**src/rtl/junction_pkg.sv**
```systemverilog
package junction_pkg;

    typedef enum logic [2:0] {
        PH_MAIN_GO    = 3'd0,
        PH_MAIN_AMBER = 3'd1,
        PH_CLEAR      = 3'd2,
        PH_SIDE_GO    = 3'd3,
        PH_SIDE_AMBER = 3'd4
    } phase_t;

    typedef struct packed {
        logic red;
        logic amber;
        logic green;
    } lamp_t;

    localparam lamp_t LAMP_OFF   = '{red: 1'b0, amber: 1'b0, green: 1'b0};
    localparam lamp_t LAMP_RED   = '{red: 1'b1, amber: 1'b0, green: 1'b0};
    localparam lamp_t LAMP_AMBER = '{red: 1'b0, amber: 1'b1, green: 1'b0};
    localparam lamp_t LAMP_GREEN = '{red: 1'b0, amber: 1'b0, green: 1'b1};

    // Dwell length in cycles for a phase; unused codes get the green dwell
    // because they recover to main green.
    function automatic int unsigned dwell_for(phase_t p, int unsigned g,
                                              int unsigned a, int unsigned c);
        case (p)
            PH_MAIN_AMBER, PH_SIDE_AMBER: return a;
            PH_CLEAR:                     return c;
            default:                      return g;
        endcase
    endfunction

    function automatic int unsigned max3(int unsigned x, int unsigned y,
                                         int unsigned z);
        int unsigned m;
        m = (x > y) ? x : y;
        return (m > z) ? m : z;
    endfunction

endpackage

```
**src/rtl/phase_timer.sv**
```systemverilog
module phase_timer #(
    parameter int unsigned CNT_W     = 4,
    parameter int unsigned RESET_VAL = 7
) (
    input  logic             clk,
    input  logic             rst,
    input  logic             reload,
    input  logic [CNT_W-1:0] load_val,
    output logic             expired
);
    logic [CNT_W-1:0] count_q;

    always_ff @(posedge clk) begin
        if (rst) begin
            count_q <= CNT_W'(RESET_VAL);
        end else if (reload) begin
            count_q <= load_val;
        end else if (count_q != '0) begin
            count_q <= count_q - 1'b1;
        end
    end

    assign expired = (count_q == '0);

endmodule

```
**src/rtl/junction_seq.sv**
```systemverilog
module junction_seq
    import junction_pkg::*;
(
    input  logic   clk,
    input  logic   rst,
    input  logic   expired,
    input  logic   main_demand,
    input  logic   side_sensor,
    input  logic   walk_req,
    output phase_t cur_phase,
    output phase_t nxt_phase,
    output lamp_t  main_lamp,
    output lamp_t  side_lamp,
    output logic   walk_on
);
    phase_t state_q;

    always_ff @(posedge clk) begin
        if (rst) state_q <= PH_MAIN_GO;
        else     state_q <= nxt_phase;
    end

    // Next phase and Moore outputs together; inactive defaults first.
    always_comb begin
        nxt_phase = state_q;
        main_lamp = LAMP_OFF;
        side_lamp = LAMP_OFF;
        walk_on   = 1'b0;
        case (state_q)
            PH_MAIN_GO: begin
                main_lamp = LAMP_GREEN;
                side_lamp = LAMP_RED;
                if (main_demand && expired) nxt_phase = PH_MAIN_AMBER;
            end
            PH_MAIN_AMBER: begin
                main_lamp = LAMP_AMBER;
                side_lamp = LAMP_RED;
                if (expired) nxt_phase = walk_req ? PH_CLEAR : PH_SIDE_GO;
            end
            PH_CLEAR: begin
                main_lamp = LAMP_RED;
                side_lamp = LAMP_RED;
                walk_on   = 1'b1;
                if (expired) nxt_phase = PH_SIDE_GO;
            end
            PH_SIDE_GO: begin
                main_lamp = LAMP_RED;
                side_lamp = LAMP_GREEN;
                if (side_sensor && expired) nxt_phase = PH_SIDE_AMBER;
            end
            PH_SIDE_AMBER: begin
                main_lamp = LAMP_RED;
                side_lamp = LAMP_AMBER;
                if (expired) nxt_phase = PH_MAIN_GO;
            end
            default: begin
                main_lamp = LAMP_RED;
                side_lamp = LAMP_RED;
                nxt_phase = PH_MAIN_GO;
            end
        endcase
    end

    assign cur_phase = state_q;

endmodule

```
**src/rtl/junction_ctrl.sv**
```systemverilog
module junction_ctrl
    import junction_pkg::*;
#(
    parameter int unsigned GREEN_TICKS = 8,
    parameter int unsigned AMBER_TICKS = 3,
    parameter int unsigned CLEAR_TICKS = 2
) (
    input  logic       clk,
    input  logic       rst,
    input  logic       main_demand,
    input  logic       side_sensor,
    input  logic       walk_req,
    output logic [2:0] main_lamp,
    output logic [2:0] side_lamp,
    output logic       walk_on,
    output logic [2:0] phase
);
    localparam int unsigned MAX_DWELL = max3(GREEN_TICKS, AMBER_TICKS, CLEAR_TICKS);
    localparam int unsigned CNT_W     = (MAX_DWELL > 2) ? $clog2(MAX_DWELL) : 1;

    phase_t           cur_ph;
    phase_t           nxt_ph;
    lamp_t            m_lamp;
    lamp_t            s_lamp;
    logic             phase_done;
    logic             ph_change;
    logic [CNT_W-1:0] reload_val;

    assign ph_change  = (nxt_ph != cur_ph);
    assign reload_val = CNT_W'(dwell_for(nxt_ph, GREEN_TICKS, AMBER_TICKS, CLEAR_TICKS) - 1);

    phase_timer #(
        .CNT_W     (CNT_W),
        .RESET_VAL (GREEN_TICKS - 1)
    ) u_timer (
        .clk      (clk),
        .rst      (rst),
        .reload   (ph_change),
        .load_val (reload_val),
        .expired  (phase_done)
    );

    junction_seq u_seq (
        .clk         (clk),
        .rst         (rst),
        .expired     (phase_done),
        .main_demand (main_demand),
        .side_sensor (side_sensor),
        .walk_req    (walk_req),
        .cur_phase   (cur_ph),
        .nxt_phase   (nxt_ph),
        .main_lamp   (m_lamp),
        .side_lamp   (s_lamp),
        .walk_on     (walk_on)
    );

    assign main_lamp = m_lamp;
    assign side_lamp = s_lamp;
    assign phase     = cur_ph;

endmodule

```
**config.mk**
```make
export PLATFORM = sky130hd
export DESIGN_NAME = junction_ctrl
export DESIGN_NICKNAME = d
export VERILOG_FILES = /design/src/rtl/junction_pkg.sv /design/src/rtl/phase_timer.sv /design/src/rtl/junction_seq.sv /design/src/rtl/junction_ctrl.sv
export SDC_FILE = /design/constraint.sdc
export NUM_CORES = 1
export LEC_CHECK = 0
export BUFFER_PORTS_ARGS = -buffer_cell sky130_fd_sc_hd__buf_2
export CORE_AREA = 2 2 41 43
export CTS_CLUSTER_DIAMETER = 120
export DETAILED_ROUTE_END_ITERATION = 6
export DIE_AREA = 0 0 43 45
export MAX_ROUTING_LAYER = met4
export PLACE_DENSITY = 0.62
export SYNTH_ARGS = -nofsm -noshare
export SYNTH_HDL_FRONTEND = slang
export SYNTH_SLANG_ARGS = --single-unit
```
**constraint.sdc**
```tcl
create_clock -name clk -period 1.5 [get_ports clk]
set_input_delay 0.15 -clock clk [delete_from_list [all_inputs] [get_ports clk]]
set_output_delay 0.15 -clock clk [all_outputs]
set_load 0.02 [all_outputs]
```
==> metrics.cfg <==
[floorplan]
core_area_sq_um = 1470
io_pins = 15
row_count = 14
die_area_sq_um = 1940
fp.dieW_microns = 43
die_h_microns = 45
start_util_pct = 28.5

[synth]
synth_cell_types = 30
synth_top_area_cell = dfxtp_1
yosysSeqAreaShare_pct = 28.7
post_synth.cell_area_avg_sq_um = 7.62
async_flop_share_pct = 0
syn_nets = 61
yosys_warnings = 0
ys.flop_type = dfxtp_1
synth_area_sq_um = 419
synth-edff-count = 0
synth_top_cell_area_share_pct = 28.7
synthCells = 55
ys_ff_latch = 6
synth_area_leaders = dfxtp_1, nor2_1, a21oi_1

[pwr]
power.total_w = 0.000384
power.density_nw_per_um2 = 542
leakagePower_nw = 0.310
ir_drop_mv = 0.387

[timing]
fin_skew_ns = 0.0155
grt_setup_unrepaired = yes
max_freq_mhz = 633
period_needed_ns = 1.58
min_period_over_period_pct = 105
setup_tns_ns = -0.126
setup_ws_ns = -0.0795
hold_viol = 0
maxSlewHeadroom_pct = 78.8
setup_viol = 2
final_max_slew_viol_count = 0
worst_slew_pin_slew_ns = 0.317

[clock_tree]
cts_tree = yes
numCtsBuffers = 3
clockBufferDepth = 2
htreeDepth = 1
clkTransAtPathRegs_ns = 0.06
clock-sinks = 6
ctsRootBufferMaster = clkbuf_4
hold_buffers = 0
clock_latency_ns = 0.26

[drt]
drt_iter0_markers = 26
viasPerCell = 5.18
wl_per_cell_microns = 12.7
ant_nets = 0
totalWireLength_mm = 1.32
dr.pass1.iters = 4
drc = 0
dr_total_vias = 539

[placed_design]
port_buffers = 14
post-place-ws_ns = -0.0632
place_hpwl_microns = 913
globalplace.congestion = 0.831
placed_cell_area_sq_um = 612

[grt]
grt_pass1_vias = 485
grt_pass1_wl_mm = 2.10
antenna_found_initial = 0
grt-ovfl-total = 0
track_usage_pct = 15.2
grt_max_degree = 12

[job]
drv_cap = 0

[cells_and_area]
fin_util_pct = 48.1
final_cell_area_sq_um = 708
num-nets-final = 95
drive_gt1_share_pct = 56.8
area_delta_synth_final_pct = 69.0
diodes = 0

[min_path]
min_path_type = in -> reg
holdCritStartpoint = rst

[setup_path]
crit_path_start = u_timer.count_q[2]
critical_path_class = reg -> reg
crit_path_end_kind = register
cp.arrival_ns = 1.70
critPathLaunchType = register
r2r_start = u_timer.count_q[2]
worstPathMaxFanout = 3
crit_required_ns = 1.62

[outcome]
violations = negative setup slack
status = finished, violations left

final timing paths:
check / cells past startpoint / slack (ns) / to
hold / removal: 2 / 0.10 / u_seq.cur_phase[2]
hold reg to reg: 2 / 0.58 / u_seq.cur_phase[1]
setup / recovery: 7 / -0.08 / u_timer.count_q[2]
setup reg to reg: 7 / -0.08 / u_timer.count_q[2]
metrics by stage:
stage          instances  hold slack [ns]
6_report             104            0.102
5_1_grt              104            0.110
4_1_cts              102           0.0990
3_5_place_dp          95            0.375
3_3_place_gp          95            0.373
2_1_floorplan         55            0.219
synth_stat cells, types with 2 or more instances:
cell type  number
dfxtp_1         6
nor3_1          2
o21ai_1         2
a21oi_1         4
inv_1           2
nand2_1         4
o211ai_1        2
nor2_1          9
nand3_1         2
buf_2           2
placed cells by master (no fill, tap or decap), drive strengths merged, types with 3 or more instances in the layout:
cell    Yosys  layout
o21ai       3       3
clkbuf      0       4
nand3       3       3
buf         3      32
a21oi       4       4
dfxtp       6       6
nor3        3       3
nor2       10      10
nand2       4       4
logic make-up (layout without fill, tap and decap cells):
| logic type | Yosys count | count (layout) | share of synthesized area, % |
|---|---|---|---|
| flops | 6 | 6 | 28.7 |
| simple gates | 27 | 27 | 35.8 |
| compound gates | 16 | 16 | 26.6 |
| fa+ha+maj | 1 | 1 | 2.98 |
| buf+inv | 5 | 38 | 5.97 |
layer usage:
metal | vias to the layer above | GRT usage (%) | share of wire, % | routed length [microns]
met5 | - | - | 0 | 0
met4 | 0 | 7.27 | 0.91 | 12
met3 | 2 | 3.60 | 5.0 | 66
met2 | 19 | 23.3 | 49 | 639
met1 | 245 | 19.0 | 45 | 597
li1 | 273 | - | - | -
layout make-up:
class | count | area (sq um)
Tap cell | 16 | 20.0
Multi-Input combinational cell | 44 | 314
Timing Repair Buffer | 32 | 206
Clock buffer | 4 | 26.3
Inverter | 2 | 7.51
Fill cell | 158 | 763
Sequential cell | 6 | 134
registers in the layout (all words and copies together), names as in the netlist:
name and flops:
u_seq.cur_phase 3, u_timer.count_q 3
worst max-delay path, cell delays in order, from the launching register on:
cell and delay [ns]:
dfxtp_2 0.32, or3_4 0.41, nor2_4 0.11, a311o_1 0.13, a32oi_2 0.13, ha_4 0.18, o211ai_1 0.07, o211ai_1 0.10
repair_timing:
item                                    in CTS  in global routing
endpoints found under the setup margin       4                  5
endpoints found under the hold margin        0                  0
buffers inserted                             3                  2
resized for setup                            1                  8
pin swaps                                    3                  1
report_power, final:
part | internal (W) | total (W) | switching (W)
Sequential | 0.000159 | 0.000163 | 0.00000432
Combinational | 0.0000242 | 0.0000451 | 0.0000209
Clock | 0.000102 | 0.000176 | 0.0000739
Total | 0.000285 | 0.000384 | 0.0000991
Power figures use the tool's default switching activity.
